==> src/rtl/uart_host_pkg.sv <==
package uart_host_pkg;
  localparam int DW       = 8;
  localparam int AW       = 3;
  localparam int DIV_W    = 2 * DW;
  localparam int DLAB_BIT = 7;
  localparam int OUT2_BIT = 3;

  typedef enum logic [AW-1:0] {
    OFS_DATA = 3'd0,
    OFS_IER  = 3'd1,
    OFS_IIR  = 3'd2,
    OFS_LCR  = 3'd3,
    OFS_MCR  = 3'd4,
    OFS_LSR  = 3'd5,
    OFS_MSR  = 3'd6,
    OFS_SCR  = 3'd7
  } ofs_e;

  typedef struct packed {
    logic thr;
    logic fcr;
    logic ier;
    logic lcr;
    logic mcr;
    logic scr;
    logic dll;
    logic dlm;
  } wstb_t;
endpackage

==> src/rtl/uart_host_decode.sv <==
module uart_host_decode
  import uart_host_pkg::*;
(
  input  logic [AW-1:0] addr,
  input  logic          rd,
  input  logic          wr,
  input  logic          dlab,
  output wstb_t         wstb,
  output logic          rbr_rd
);
  logic at_data, at_ier, at_iir, at_lcr, at_mcr, at_scr;

  always_comb begin
    at_data = (addr == OFS_DATA);
    at_ier  = (addr == OFS_IER);
    at_iir  = (addr == OFS_IIR);
    at_lcr  = (addr == OFS_LCR);
    at_mcr  = (addr == OFS_MCR);
    at_scr  = (addr == OFS_SCR);

    wstb.thr = wr & at_data & ~dlab;
    wstb.dll = wr & at_data &  dlab;
    wstb.ier = wr & at_ier  & ~dlab;
    wstb.dlm = wr & at_ier  &  dlab;
    wstb.fcr = wr & at_iir;
    wstb.lcr = wr & at_lcr;
    wstb.mcr = wr & at_mcr;
    wstb.scr = wr & at_scr;
    rbr_rd   = rd & at_data & ~dlab;
  end
endmodule

==> src/rtl/uart_host_store.sv <==
module uart_host_store
  import uart_host_pkg::*;
(
  input  logic          clk,
  input  logic          rst_n,
  input  wstb_t         wstb,
  input  logic          rbr_rd,
  input  logic [DW-1:0] wdata,
  output logic [DW-1:0] ier,
  output logic [DW-1:0] lcr,
  output logic [DW-1:0] mcr,
  output logic [DW-1:0] scr,
  output logic [DW-1:0] dll,
  output logic [DW-1:0] dlm,
  output logic [DW-1:0] thr_data,
  output logic          thr_load,
  output logic [DW-1:0] fcr_data,
  output logic          fcr_write,
  output logic          rx_consume
);
  logic [DW-1:0] ier_d, lcr_d, mcr_d, scr_d, dll_d, dlm_d, thr_d, fcr_d;

  always_comb begin
    ier_d = wstb.ier ? wdata : ier;
    lcr_d = wstb.lcr ? wdata : lcr;
    mcr_d = wstb.mcr ? wdata : mcr;
    scr_d = wstb.scr ? wdata : scr;
    dll_d = wstb.dll ? wdata : dll;
    dlm_d = wstb.dlm ? wdata : dlm;
    thr_d = wstb.thr ? wdata : thr_data;
    fcr_d = wstb.fcr ? wdata : fcr_data;
  end

  always_ff @(posedge clk or negedge rst_n) begin
    if (!rst_n) begin
      ier        <= '0;
      lcr        <= '0;
      mcr        <= '0;
      scr        <= '0;
      dll        <= '0;
      dlm        <= '0;
      thr_data   <= '0;
      fcr_data   <= '0;
      thr_load   <= 1'b0;
      fcr_write  <= 1'b0;
      rx_consume <= 1'b0;
    end else begin
      ier        <= ier_d;
      lcr        <= lcr_d;
      mcr        <= mcr_d;
      scr        <= scr_d;
      dll        <= dll_d;
      dlm        <= dlm_d;
      thr_data   <= thr_d;
      fcr_data   <= fcr_d;
      thr_load   <= wstb.thr;
      fcr_write  <= wstb.fcr;
      rx_consume <= rbr_rd;
    end
  end

  a_r7_lcr_hold: assert property (@(posedge clk) disable iff (!rst_n)
    !wstb.lcr |=> $stable(lcr));
  a_r9_scr_hold: assert property (@(posedge clk) disable iff (!rst_n)
    !wstb.scr |=> $stable(scr));
  a_r3_thr_byte: assert property (@(posedge clk) disable iff (!rst_n)
    thr_load |-> (thr_data == $past(wdata)));
  a_r6_fcr_byte: assert property (@(posedge clk) disable iff (!rst_n)
    fcr_write |-> (fcr_data == $past(wdata)));
endmodule

==> src/rtl/uart_host_rdmux.sv <==
module uart_host_rdmux
  import uart_host_pkg::*;
(
  input  logic          clk,
  input  logic          rst_n,
  input  logic [AW-1:0] addr,
  input  logic          rd,
  input  logic [DW-1:0] rx_data,
  input  logic [DW-1:0] iir_in,
  input  logic [DW-1:0] lsr_in,
  input  logic [DW-1:0] msr_in,
  input  logic [DW-1:0] ier,
  input  logic [DW-1:0] lcr,
  input  logic [DW-1:0] mcr,
  input  logic [DW-1:0] scr,
  input  logic [DW-1:0] dll,
  input  logic [DW-1:0] dlm,
  output logic [DW-1:0] rdata
);
  logic          dlab;
  logic [DW-1:0] sel_d;
  logic [DW-1:0] rdata_d;

  always_comb begin
    dlab = lcr[DLAB_BIT];
    unique case (ofs_e'(addr))
      OFS_DATA: sel_d = dlab ? dll : rx_data;
      OFS_IER:  sel_d = dlab ? dlm : ier;
      OFS_IIR:  sel_d = iir_in;
      OFS_LCR:  sel_d = lcr;
      OFS_MCR:  sel_d = mcr;
      OFS_LSR:  sel_d = lsr_in;
      OFS_MSR:  sel_d = msr_in;
      default:  sel_d = scr;
    endcase
    rdata_d = rd ? sel_d : rdata;
  end

  always_ff @(posedge clk or negedge rst_n) begin
    if (!rst_n) rdata <= '0;
    else        rdata <= rdata_d;
  end

  a_r11_rdata_hold: assert property (@(posedge clk) disable iff (!rst_n)
    !rd |=> $stable(rdata));
endmodule

==> src/rtl/uart_host_regs.sv <==
module uart_host_regs
  import uart_host_pkg::*;
(
  input  logic             clk,
  input  logic             rst_n,
  input  logic [AW-1:0]    addr,
  input  logic             rd,
  input  logic             wr,
  input  logic [DW-1:0]    wdata,
  output logic [DW-1:0]    rdata,
  input  logic [DW-1:0]    rx_data,
  input  logic [DW-1:0]    iir_in,
  input  logic [DW-1:0]    lsr_in,
  input  logic [DW-1:0]    msr_in,
  input  logic             irq_req,
  output logic [DW-1:0]    thr_data,
  output logic             thr_load,
  output logic             rx_consume,
  output logic [DW-1:0]    fcr_data,
  output logic             fcr_write,
  output logic [DW-1:0]    ier,
  output logic [DW-1:0]    lcr,
  output logic [DW-1:0]    mcr,
  output logic [DIV_W-1:0] divisor,
  output logic             irq
);
  logic [1:0]    rst_pipe;
  logic          rst_n_s;
  wstb_t         wstb;
  logic          rbr_rd;
  logic [DW-1:0] scr, dll, dlm;

  always_ff @(posedge clk or negedge rst_n) begin
    if (!rst_n) rst_pipe <= 2'b00;
    else        rst_pipe <= {rst_pipe[0], 1'b1};
  end
  assign rst_n_s = rst_pipe[1];

  uart_host_decode u_dec (
    .addr   (addr),
    .rd     (rd),
    .wr     (wr),
    .dlab   (lcr[DLAB_BIT]),
    .wstb   (wstb),
    .rbr_rd (rbr_rd)
  );

  uart_host_store u_store (
    .clk        (clk),
    .rst_n      (rst_n_s),
    .wstb       (wstb),
    .rbr_rd     (rbr_rd),
    .wdata      (wdata),
    .ier        (ier),
    .lcr        (lcr),
    .mcr        (mcr),
    .scr        (scr),
    .dll        (dll),
    .dlm        (dlm),
    .thr_data   (thr_data),
    .thr_load   (thr_load),
    .fcr_data   (fcr_data),
    .fcr_write  (fcr_write),
    .rx_consume (rx_consume)
  );

  uart_host_rdmux u_rd (
    .clk     (clk),
    .rst_n   (rst_n_s),
    .addr    (addr),
    .rd      (rd),
    .rx_data (rx_data),
    .iir_in  (iir_in),
    .lsr_in  (lsr_in),
    .msr_in  (msr_in),
    .ier     (ier),
    .lcr     (lcr),
    .mcr     (mcr),
    .scr     (scr),
    .dll     (dll),
    .dlm     (dlm),
    .rdata   (rdata)
  );

  assign divisor = {dlm, dll};
  assign irq     = irq_req & mcr[OUT2_BIT];

  a_r10_irq_gated: assert property (@(posedge clk) disable iff (!rst_n_s)
    !mcr[OUT2_BIT] |-> !irq);
  a_r5_no_consume_dlab: assert property (@(posedge clk) disable iff (!rst_n_s)
    rx_consume |-> !$past(lcr[DLAB_BIT]));
  a_r5_no_load_dlab: assert property (@(posedge clk) disable iff (!rst_n_s)
    thr_load |-> !$past(lcr[DLAB_BIT]));
  a_r2_consume_from_read: assert property (@(posedge clk) disable iff (!rst_n_s)
    rx_consume |-> $past(rd && addr == 3'd0));
endmodule

==> config.mk <==
export PLATFORM = sky130hd
export DESIGN_NAME = uart_host_regs
export DESIGN_NICKNAME = d
export VERILOG_FILES = /design/src/rtl/uart_host_pkg.sv /design/src/rtl/uart_host_decode.sv /design/src/rtl/uart_host_store.sv /design/src/rtl/uart_host_rdmux.sv /design/src/rtl/uart_host_regs.sv
export SDC_FILE = /design/constraint.sdc
export NUM_CORES = 1
export LEC_CHECK = 0
export BUFFER_PORTS_ARGS = -buffer_cell sky130_fd_sc_hd__buf_2
export CAP_MARGIN = 20
export CORE_MARGIN = 2
export CORE_UTILIZATION = 51
export DETAILED_ROUTE_END_ITERATION = 10
export PLACE_DENSITY = 0.8
export REMOVE_ABC_BUFFERS = 1
export SLEW_MARGIN = 20
export SYNTH_ARGS = -nofsm -noshare
export SYNTH_HDL_FRONTEND = slang
export SYNTH_SLANG_ARGS = --single-unit
==> constraint.sdc <==
create_clock -name clk -period 2.92 [get_ports clk]
set_input_delay 0.292 -clock clk [delete_from_list [all_inputs] [get_ports clk]]
set_output_delay 0.292 -clock clk [all_outputs]
set_load 0.05 [all_outputs]
# Yosys cells after proc, flatten, opt, wreduce, memory -nomap -nowiden
# Index checks and enable logic that the tools add are counted.
dict set report word_totals {
  regBits 77
  latchBits 0
  mem_bits_rw 0
  rom_bits 0
  in_bits 48
  elab_cells 38
  mem_count 0
}
dict set report classes {
  addsub 0
  multipliers 0
  n_div 0
  magnitude_cmp 0
  eq_ne 7
  shifts 0
  n_mux 3
  n_bitwise 14
  reduce_logical 1
}
# operator n
set ops {}
lappend ops {{$pmux 8 s7} 1}
lappend ops {{$mux 8} 2}
lappend ops {{$and 1x1->1} 13}
lappend ops {{$eq 3x3->1 const B} 4}
lappend ops {{$eq 3x2->1 const B} 2}
lappend ops {{$eq 3x1->1 const B} 1}
lappend ops {{$logic_not 3->1} 1}
lappend ops {{$not 1->1} 1}

# Logic depth before layout (Yosys ltp)
# Gate-level depths: netlist (run 1).
dict set report logic_depth {
  ltp_word 3
  depth_mapped 6
  depth_no_buf 4
}

# Cells and area by module
# Synthesis (run 1) repeated with hierarchy kept, for this count alone.
dict set report hier_totals {
  hier_cells 282
  area_unflattened_um2 3853.7
}
# mod n_inst cells_per_inst area_per_inst_um2 seq_area_each_um2
set modules_own_cells {}
lappend modules_own_cells {uart_host_store 1 139 2727.6 1676.6}
lappend modules_own_cells {uart_host_rdmux 1 124 954.7 200.2}
lappend modules_own_cells {uart_host_decode 1 15 111.4 0.0}
lappend modules_own_cells {uart_host_regs 1 4 60.1 50.0}

# Least setup slack after synthesis (run 1)
# No wires, ideal clock.
dict set report synth_timing {
  kind {reg2reg}
  start {register u_store.dlm[4]}
  end {register u_rd.rdata[4]}
  setup_time_ns 0.124
  arrival_time_ns 1.390
  path_slack_ns 1.406
  stages_incl_launch_ff 5
  period_less_slack_ns 1.514
  cell_sequence {dfrtp_1 -> mux4_2 -> nor2b_1 -> o21ai_0 -> a21oi_1}
}
dict set report synth_between {
  elab_chain_cells 2
}
# item line
set synth_lines {}
lappend synth_lines {{from (decl)} uart_host_store.sv:14} ;# output logic [DW-1:0] dlm,
lappend synth_lines {{from (signal assigned)} uart_host_store.sv:53} ;# dlm <= dlm_d;
lappend synth_lines {{$mux 8} uart_host_rdmux.sv:28} ;# OFS_IER: sel_d = dlab ? dlm : ier;
lappend synth_lines {{$pmux 8 s7} uart_host_rdmux.sv:26} ;# unique case (ofs_e'(addr))
lappend synth_lines {{to (signal assigned)} uart_host_rdmux.sv:41} ;# else rdata <= rdata_d;
lappend synth_lines {{to (decl)} uart_host_rdmux.sv:18} ;# output logic [DW-1:0] rdata
# No other way between the ends.
# A chain may end at the register's enable or synchronous reset.

# Worst setup path in the final report (run 1)
dict set report layout_timing {
  start {register u_store.lcr[7]}
  end {register u_store.ier[3]}
}
dict set report layout_between {
  elab_chain_cells 2
}
# item line
set layout_lines {}
lappend layout_lines {{from (decl)} uart_host_store.sv:10} ;# output logic [DW-1:0] lcr,
lappend layout_lines {{from (signal assigned)} uart_host_store.sv:49} ;# lcr <= lcr_d;
lappend layout_lines {{$not 1->1} uart_host_decode.sv:23} ;# wstb.ier = wr & at_ier & ~dlab;
lappend layout_lines {{$and 1x1->1} uart_host_decode.sv:23}
lappend layout_lines {{to (signal assigned)} uart_host_store.sv:48} ;# ier <= ier_d;
lappend layout_lines {{to (decl)} uart_host_store.sv:9} ;# output logic [DW-1:0] ier,
# No other way between the ends.

==> results of run 1 <==
-- cell families (layout without fill, tap and decap cells) --
group           count (synthesis)  count (layout)
simple gates                   52              52
other cells                     1               1
buf+inv                        17             135
flops                          77              77
mux                            77              77
compound gates                 51              51
-- worst max-delay path: cells and delay by family (launching register included) --
| family | cells | cell delay (ns) |
|---|---|---|
| simple gates | 2 | 0.74 |
| flops | 1 | 0.65 |
| mux | 1 | 0.41 |
-- final cells by class --
class                   instances  area [um2]  share of cell area (%)
clock inverters                 6        87.6                    2.00
flip-flops and latches         77        1930                    44.0
multi-input cells             181        1540                    35.1
inverters                       1        3.75                  0.0855
well taps                      80         100                    2.28
clock buffers                  10         128                    2.91
repair buffers                118         601                    13.7
-- Yosys cell counts, types with 2 or more instances --
master | number | area share [%]
nand3b_1 | 3 | 0.63
nand2_1 | 19 | 2.0
and2_1 | 3 | 0.53
mux2_2 | 71 | 23
and3_1 | 3 | 0.53
a21oi_1 | 2 | 0.28
nand2b_1 | 9 | 1.6
a41oi_1 | 5 | 1.2
nor2_1 | 4 | 0.42
o211ai_1 | 5 | 1.1
mux4_2 | 2 | 1.3
a22oi_1 | 5 | 1.1
a31oi_1 | 2 | 0.35
dfrtp_1 | 77 | 54
o22ai_1 | 8 | 1.4
and2b_1 | 2 | 0.42
a32oi_1 | 6 | 1.5
nand3_2 | 2 | 0.56
clkbuf_1 | 4 | 0.42
o21ai_0 | 12 | 1.7
buf_2 | 9 | 1.3
mux2i_1 | 4 | 1.1
a21o_1 | 5 | 1.1
-- power by group through the flow --
stage          clock network [mW]  logic [mW]  registers, mW
6_report                    0.872        1.49           1.52
5_1_grt                     0.931        1.56           1.55
4_1_cts                     0.887        1.50           1.52
3_5_place_dp                    0        1.50           1.53
3_3_place_gp                    0        1.47           1.53
2_1_floorplan                   0       0.360           2.25
-- per-layer routing --
| metal | track usage [%] | part of all wire (%) |
|---|---|---|
| met4 | 6.29 | 0.72 |
| met1 | 37.8 | 45 |
| met2 | 39.6 | 46 |
| met3 | 6.35 | 7.8 |
| met5 | 0 | 0 |
-- path summary, 6_finish.rpt --
kind                                 from              to  cells past startpoint
min reg2reg                   rst_pipe[0]     rst_pipe[1]                      0
max                        u_store.lcr[7]  u_store.ier[3]                      3
min                                 rst_n     rst_pipe[0]                      2
max reg2reg                u_store.lcr[7]  u_store.ier[3]                      3
max in group asynchronous     rst_pipe[1]   u_rd.rdata[6]                      0
min in group clk                 wdata[4]  u_store.lcr[4]                      2
-- flip-flops by register name, indices dropped and copies added (netlist names), 2 cells and up --
register,cells
u_store.ier,8
u_rd.rdata,8
u_store.lcr,8
u_store.thr_data,8
u_store.scr,8
u_store.dll,8
u_store.fcr_data,8
rst_pipe,2
u_store.dlm,8
u_store.mcr,8
-- repair_timing --
item,CTS,global route
hold buffers,1,0
endpoints found under the hold margin,2,0
endpoints found under the setup margin,0,0
==> impl_metrics.json, run 1 <==
{
  "cp-end-kind": "flip-flop",
  "initial_utilization_pct": 52.6,
  "place_ws_ns": 0.654,
  "finalClockSkew_ns": 0.0104,
  "rsz0062_at_grt": "false",
  "fillers": 531,
  "vias_per_cell": 5.84,
  "synth.distinct_cells": 36,
  "portBuffers": 115,
  "grt_pass1_vias": 2811,
  "r2r_setup_slack_ns": 1.0,
  "ys.flop_type": "dfrtp_1",
  "muxShareOfSynthArea_pct": 24.9,
  "holdWs_ns": 0.254,
  "switching_share_pct": 42.6,
  "antenna_cells": 0,
  "setup_violations": 0,
  "dpl.hpwl_um": 6260,
  "syn_inst": 275,
  "die_h_um": 87.5,
  "tightest_slew_ns": 0.948,
  "routed_wl_um": 9540,
  "total_power_mw": 3.88,
  "cts.clk_slew.worst_paths_ns": 0.08,
  "sequentialPowerShare_pct": 39.1,
  "finalCritPeriodShare_pct": 65.9,
  "track_usage_pct": 26.0,
  "num_io_pins": 116,
  "grt_pass1_wl_um": 14900,
  "grt.overflow.total": 0,
  "cts_resized": 0,
  "instances_no_fill": 473,
  "async_flop_share_pct": 100,
  "dp.cells": 456,
  "period_minus_slack_ns": 1.92,
  "powerDensity_nw_per_um2": 885,
  "hold_class": "input pin to async pin",
  "drc": 0,
  "max_slew_margin_pct": 36.8,
  "crit_required_ns": 3.16,
  "critical_path_class": "flip-flop to flip-flop",
  "fin_util_pct": 65.0,
  "synth_xor_area_share_pct": 0,
  "drt_iter0_markers": 221,
  "p_leak_nw": 2.08,
  "routabilityCongestion": 0.804,
  "yosys_warnings": 0,
  "hold_viol": 0,
  "final_common_cell": "buf_2",
  "synth_compound_area_share_pct": 9.86,
  "synth_seq_area_share_pct": 54.2,
  "slew_violations": 0,
  "h-tree-depth": 3,
  "tns_ns": 0,
  "mostFrequentLayoutCells": "buf_2, dfrtp_1, mux2_2",
  "rows": 30,
  "cts_buffers": 9,
  "synth_enable_flop_cells": 0,
  "fin_area_um2": 4390,
  "cts_setup_buffers": 0,
  "ys_ff_latch": 77,
  "core_um2": 6760,
  "cts_sinks": 77,
  "cp_slowest_cell": "dfrtp_1",
  "wire_per_inst_um": 20.2,
  "status": "completed",
  "die_w_um": 87.5,
  "antenna_found_initial": 0,
  "switchingPower_mw": 1.65,
  "pwr-share-clk_pct": 22.5,
  "cts_root_buffer": "clkbuf_8",
  "cp_data_arrival_time_ns": 2.16,
  "cts_tree": "built",
  "dr.pass1.iters": 4,
  "synthToLayoutAreaGrowth_pct": 23.6,
  "critPathMaxStageDelay_ns": 0.65,
  "antenna_left": 0,
  "dpl_cell_area_um2": 4160,
  "drive_gt1_share_pct": 53.9,
  "vdd_drop_max_mv": 0.485,
  "avgSynthCellArea_um2": 12.9,
  "worstPathCellList": "nor2_1 -> nand4b_2 -> mux2_2",
  "p_int_mw": 2.23,
  "startpoint_type": "flip-flop",
  "drv_cap": 0,
  "synth.cell_area_um2": 3550,
  "synth-simple-area-share_pct": 8.45,
  "finalWorstSetupSlack_ns": 0.997,
  "dieArea_um2": 7650,
  "final_nets": 436,
  "max_freq_mhz": 520,
  "grt_start_max_net_pins": 76,
  "p_comb_share_pct": 38.4,
  "clkLatencyLatePin_ns": 0.35,
  "dr_total_vias": 2761,
  "crit_path_max_fanout": 17,
  "synth_top_family_by_area": "multiplexers",
  "clock_path_buffers": 2,
  "synthAdderAreaFrac_pct": 0
}
Note: power is estimated with default switching activity, not from simulation.
==> run 2: changes to the inputs <==
==> constraint.sdc (replaced) <==
create_clock -name clk -period 1.9 [get_ports clk]
set_input_delay 0.19 -clock clk [delete_from_list [all_inputs] [get_ports clk]]
set_output_delay 0.19 -clock clk [all_outputs]
set_load 0.05 [all_outputs]
==> run 2 against run 1 <==
  * Sequential power increased by 51%
  * Clock-buffer cell count did not move
  * Wire length grew 3.9%
  * Clock skew fell by 0.0016 ns
  * Core utilization rose by 2.1 points
  * Non-clock buffer count increased by 14
  * Cell area rose by 3.2%
  * Largest cell class unchanged
==> impl_metrics.json, run 2 (same netlist as run 1, synthesis figures left out) <==
{
  "worstPathCellList": "nand2_2 -> nor2_2 -> mux2_2",
  "finalClockSkew_ns": 0.00882,
  "max_slew_margin_pct": 56.6,
  "grt_pass1_wl_um": 15300,
  "die_h_um": 87.5,
  "clkLatencyLatePin_ns": 0.35,
  "tns_ns": 0,
  "cp-end-kind": "flip-flop",
  "path_delay_family": "simple AND/OR/NAND/NOR gates",
  "reg2reg_depth": 3,
  "period_minus_slack_ns": 1.73,
  "hold_class": "input pin to async pin",
  "vdd_drop_max_mv": 0.852,
  "h-tree-depth": 3,
  "core_um2": 6760,
  "powerDensity_nw_per_um2": 1350,
  "rsz0062_at_grt": "false",
  "antenna_left": 0,
  "cts.clk_slew.worst_paths_ns": 0.08,
  "mostFrequentLayoutCells": "buf_2, dfrtp_1, mux2_2",
  "cp_data_arrival_time_ns": 1.96,
  "total_power_mw": 6.13,
  "routed_wl_um": 9910,
  "critical_path_class": "flip-flop to flip-flop",
  "clock_path_buffers": 2,
  "wl_met3_um": 698,
  "drv_cap": 0,
  "vias_per_cell": 5.90,
  "cts_buffers": 9,
  "rr_startpoint": "u_store.lcr[7]",
  "initial_utilization_pct": 52.6,
  "grt_start_max_net_pins": 38,
  "critPathMaxStageDelay_ns": 0.54,
  "slew_violations": 0,
  "cp_slowest_cell": "dfrtp_1",
  "crit_required_ns": 2.13,
  "wire_per_inst_um": 20.4,
  "crit_path_max_fanout": 8,
  "met1_length_um": 4320,
  "finalWorstSetupSlack_ns": 0.168,
  "synthToLayoutAreaGrowth_pct": 27.6,
  "cts_resized": 0,
  "cts_sinks": 77,
  "antenna_found_initial": 0,
  "postCtsHoldBufs": 1,
  "drive_gt1_share_pct": 55.4,
  "hold_viol": 0,
  "p_leak_nw": 2.18,
  "finalCritPeriodShare_pct": 91.1,
  "cts_setup_buffers": 0,
  "final_common_cell": "buf_2",
  "cts_tree": "built",
  "drc": 0,
  "num_io_pins": 116,
  "portBuffers": 115,
  "crit_buf_inv": 0,
  "r2r_end": "u_store.dlm[4]",
  "startpoint_type": "flip-flop",
  "grt_pass1_vias": 2895,
  "r2r_setup_slack_ns": 0.17,
  "rows": 30,
  "max_freq_mhz": 578,
  "die_w_um": 87.5,
  "antenna_cells": 0,
  "status": "completed",
  "holdWs_ns": 0.151,
  "dpl.hpwl_um": 6910,
  "tightest_slew_ns": 0.651,
  "grt.overflow.total": 0,
  "route.met2.wl_um": 4670,
  "track_usage_pct": 27.2,
  "dieArea_um2": 7650,
  "place_ws_ns": 0.0650,
  "drt_iter0_markers": 164,
  "setup_violations": 0,
  "fillers": 519,
  "dr_total_vias": 2868,
  "routabilityCongestion": 0.839,
  "highest_layer": "met4",
  "cts_root_buffer": "clkbuf_8",
  "dr.pass1.iters": 4,
  "final_nets": 450
}
## run 2: through the flow
stage	instance area [um2]	util, %	instances
after global placement	4290	63.6	470
final	4530	67.1	486
after CTS	4530	67.1	486
after floorplan	3470	-	259
after detailed placement	4290	63.6	470
after global routing	4530	67.1	486
## run 2: report_power, final
group	internal (mW)	total [mW]	switching (mW)
Clock	0.862	1.46	0.595
Combinational	0.718	2.38	1.67
Sequential	2.01	2.29	0.285
Total	3.59	6.13	2.55
## run 2: worst max path at each step
| stage | from | endpoint | slack [ns] | depth (start not counted) |
|---|---|---|---|---|
| after CTS | u_store.lcr[7] | u_store.dlm[0] | 0.19 | 3 |
| after detailed placement | addr[1] | u_store.dlm[0] | 0.07 | 5 |
| after global routing | u_store.lcr[7] | u_store.dlm[2] | 0.11 | 3 |
| after floorplan | rst_pipe[1] | u_rd.rdata[0] | -0.40 | 0 |
| final | u_store.lcr[7] | u_store.dlm[4] | 0.17 | 3 |
| after global placement | addr[1] | u_store.dlm[7] | 0.12 | 5 |
## run 2: layout make-up
cell class	instances	area, um2	area share [%]
clock buffer	10	128	2.82
clock inverter	5	100	2.21
inverter	1	3.75	0.0828
multi-input combinational	181	1540	34.0
sequential	77	1930	42.6
tap	80	100	2.21
timing repair buffer	132	731	16.1
## run 2: routing by layer
metal	up-vias	global-route usage, %
li1	1269	-
met1	1428	37.1
met2	150	42.3
met3	21	5.02
met4	0	12.3
met5	-	0
==> run 3: changes to the inputs <==
--- a/config.mk
+++ b/config.mk
@@ -11,7 +11,6 @@
 export CORE_UTILIZATION = 51
 export DETAILED_ROUTE_END_ITERATION = 10
 export PLACE_DENSITY = 0.8
-export REMOVE_ABC_BUFFERS = 1
 export SLEW_MARGIN = 20
 export SYNTH_ARGS = -nofsm -noshare
 export SYNTH_HDL_FRONTEND = slang
==> run 3 against run 2 <==
  * Clock skew grew 0.0033 ns
  * First-iteration DRC count increased by 26%
  * Via count down 1.5%
  * Cell area shrank 0.55%
  * Global-route usage is 1.3 points lower
  * Cell count is 0.41% higher
  * Largest cell class unchanged
==> impl_metrics.json, run 3 (same netlist as run 1, synthesis figures left out) <==
{
  "drt_iter0_markers": 206,
  "track_usage_pct": 25.9,
  "r2r_end": "u_rd.rdata[1]",
  "cp-startpoint": "u_store.lcr[7]",
  "critPathMaxStageDelay_ns": 0.59,
  "holdWs_ns": 0.152,
  "crit_required_ns": 2.11,
  "postCtsHoldBufs": 1,
  "grt_pass1_vias": 2714,
  "finalWorstSetupSlack_ns": 0.0911,
  "status": "completed",
  "hold_viol": 0,
  "cts_root_buffer": "clkbuf_8",
  "routabilityCongestion": 0.864,
  "multi_input_area_um2": 1540,
  "worstPathCellList": "buf_4 -> mux2_2 -> a32oi_1 -> a41oi_1",
  "rows": 30,
  "antenna_found_initial": 0,
  "regArea_um2": 1930,
  "rsz0062_at_grt": "false",
  "h-tree-depth": 3,
  "drc": 0,
  "reg2reg_depth": 4,
  "antenna_left": 0,
  "drive_gt1_share_pct": 55.9,
  "grt.overflow.total": 0,
  "finalCritPeriodShare_pct": 95.2,
  "cp_data_arrival_time_ns": 2.02,
  "place_ws_ns": 0.143,
  "clkLatencyLatePin_ns": 0.35,
  "routed_wl_um": 9490,
  "initial_utilization_pct": 52.6,
  "tns_ns": 0,
  "tightest_slew_ns": 0.555,
  "fin_util_pct": 66.7,
  "portBuffers": 115,
  "drv_cap": 0,
  "num_io_pins": 116,
  "dr_total_vias": 2826,
  "crit_path_max_fanout": 16,
  "dieArea_um2": 7650,
  "cp-end-kind": "flip-flop",
  "p_leak_nw": 2.16,
  "rr_startpoint": "u_store.lcr[7]",
  "vdd_drop_max_mv": 0.732,
  "cts_setup_buffers": 0,
  "hold_class": "input pin to async pin",
  "max_freq_mhz": 553,
  "cts_tree": "built",
  "clock_path_buffers": 2,
  "powerDensity_nw_per_um2": 1310,
  "die_w_um": 87.5,
  "dr.pass1.iters": 4,
  "cts_buffers": 9,
  "vias_per_cell": 5.79,
  "cts_resized": 0,
  "setup_violations": 0,
  "dpl.hpwl_um": 6870,
  "synthToLayoutAreaGrowth_pct": 26.9,
  "wire_per_inst_um": 19.4,
  "grt_pass1_wl_um": 14500,
  "cp_slowest_cell": "dfrtp_1",
  "period_minus_slack_ns": 1.81,
  "final_nets": 451,
  "die_h_um": 87.5,
  "cts_sinks": 77,
  "max_slew_margin_pct": 63.0,
  "mostFrequentLayoutCells": "buf_2, dfrtp_1, mux2_2",
  "slew_violations": 0,
  "synth_nets": 323,
  "core_um2": 6760,
  "cts.clk_slew.worst_paths_ns": 0.08,
  "r2r_setup_slack_ns": 0.09,
  "final_common_cell": "buf_2",
  "critical_path_class": "flip-flop to flip-flop",
  "finalClockSkew_ns": 0.0121,
  "antenna_cells": 0,
  "grt_start_max_net_pins": 35,
  "startpoint_type": "flip-flop",
  "fillers": 497
}
[run 3: critical path: cells and delay by family (launching register included)]
| kind | cells | cell delay [ns] |
|---|---|---|
| compound gates | 2 | 0.40 |
| flops | 1 | 0.59 |
| mux | 1 | 0.36 |
| buf+inv | 1 | 0.31 |
[run 3: worst max path at each step]
stage	to	slack [ns]	cells past startpoint
finish	u_rd.rdata[1]	0.09	4
floorplan	u_rd.rdata[4]	0.39	4
CTS	u_rd.rdata[1]	0.1	4
detailed placement	u_rd.rdata[0]	0.14	4
global route	u_rd.rdata[1]	0.02	4
global placement	u_rd.rdata[1]	0.17	4
[run 3: metrics by stage]
step / total power, mW / instance area, um2 / instances
global placement: 4.62 / 4290 / 471
floorplan: 4.06 / 3550 / 275
CTS: 5.93 / 4510 / 488
finish: 5.91 / 4510 / 488
detailed placement: 4.67 / 4290 / 471
global route: 6.16 / 4510 / 488
[run 3: layer usage]
| metal | global-route usage, % | part of all wire (%) | routed length (um) |
|---|---|---|---|
| met2 | 40.4 | 48 | 4550 |
| met5 | 0 | 0 | 0 |
| met4 | 9.37 | 1.8 | 172 |
| met3 | 5.21 | 7.6 | 719 |
| met1 | 36.1 | 43 | 4050 |
[run 3: cell type report]
cell class	instances	share of cell area (%)
inverter	1	0.0833
timing repair buffer	133	16.1
multi-input combinational	181	34.1
clock inverter	6	1.55
clock buffer	10	3.05
sequential	77	42.8
tap	80	2.22
[run 3: report_power, final]
group	switching, mW	internal, mW
Combinational	1.65	0.703
Sequential	0.273	2.01
Clock	0.621	0.649
Total	2.55	3.36
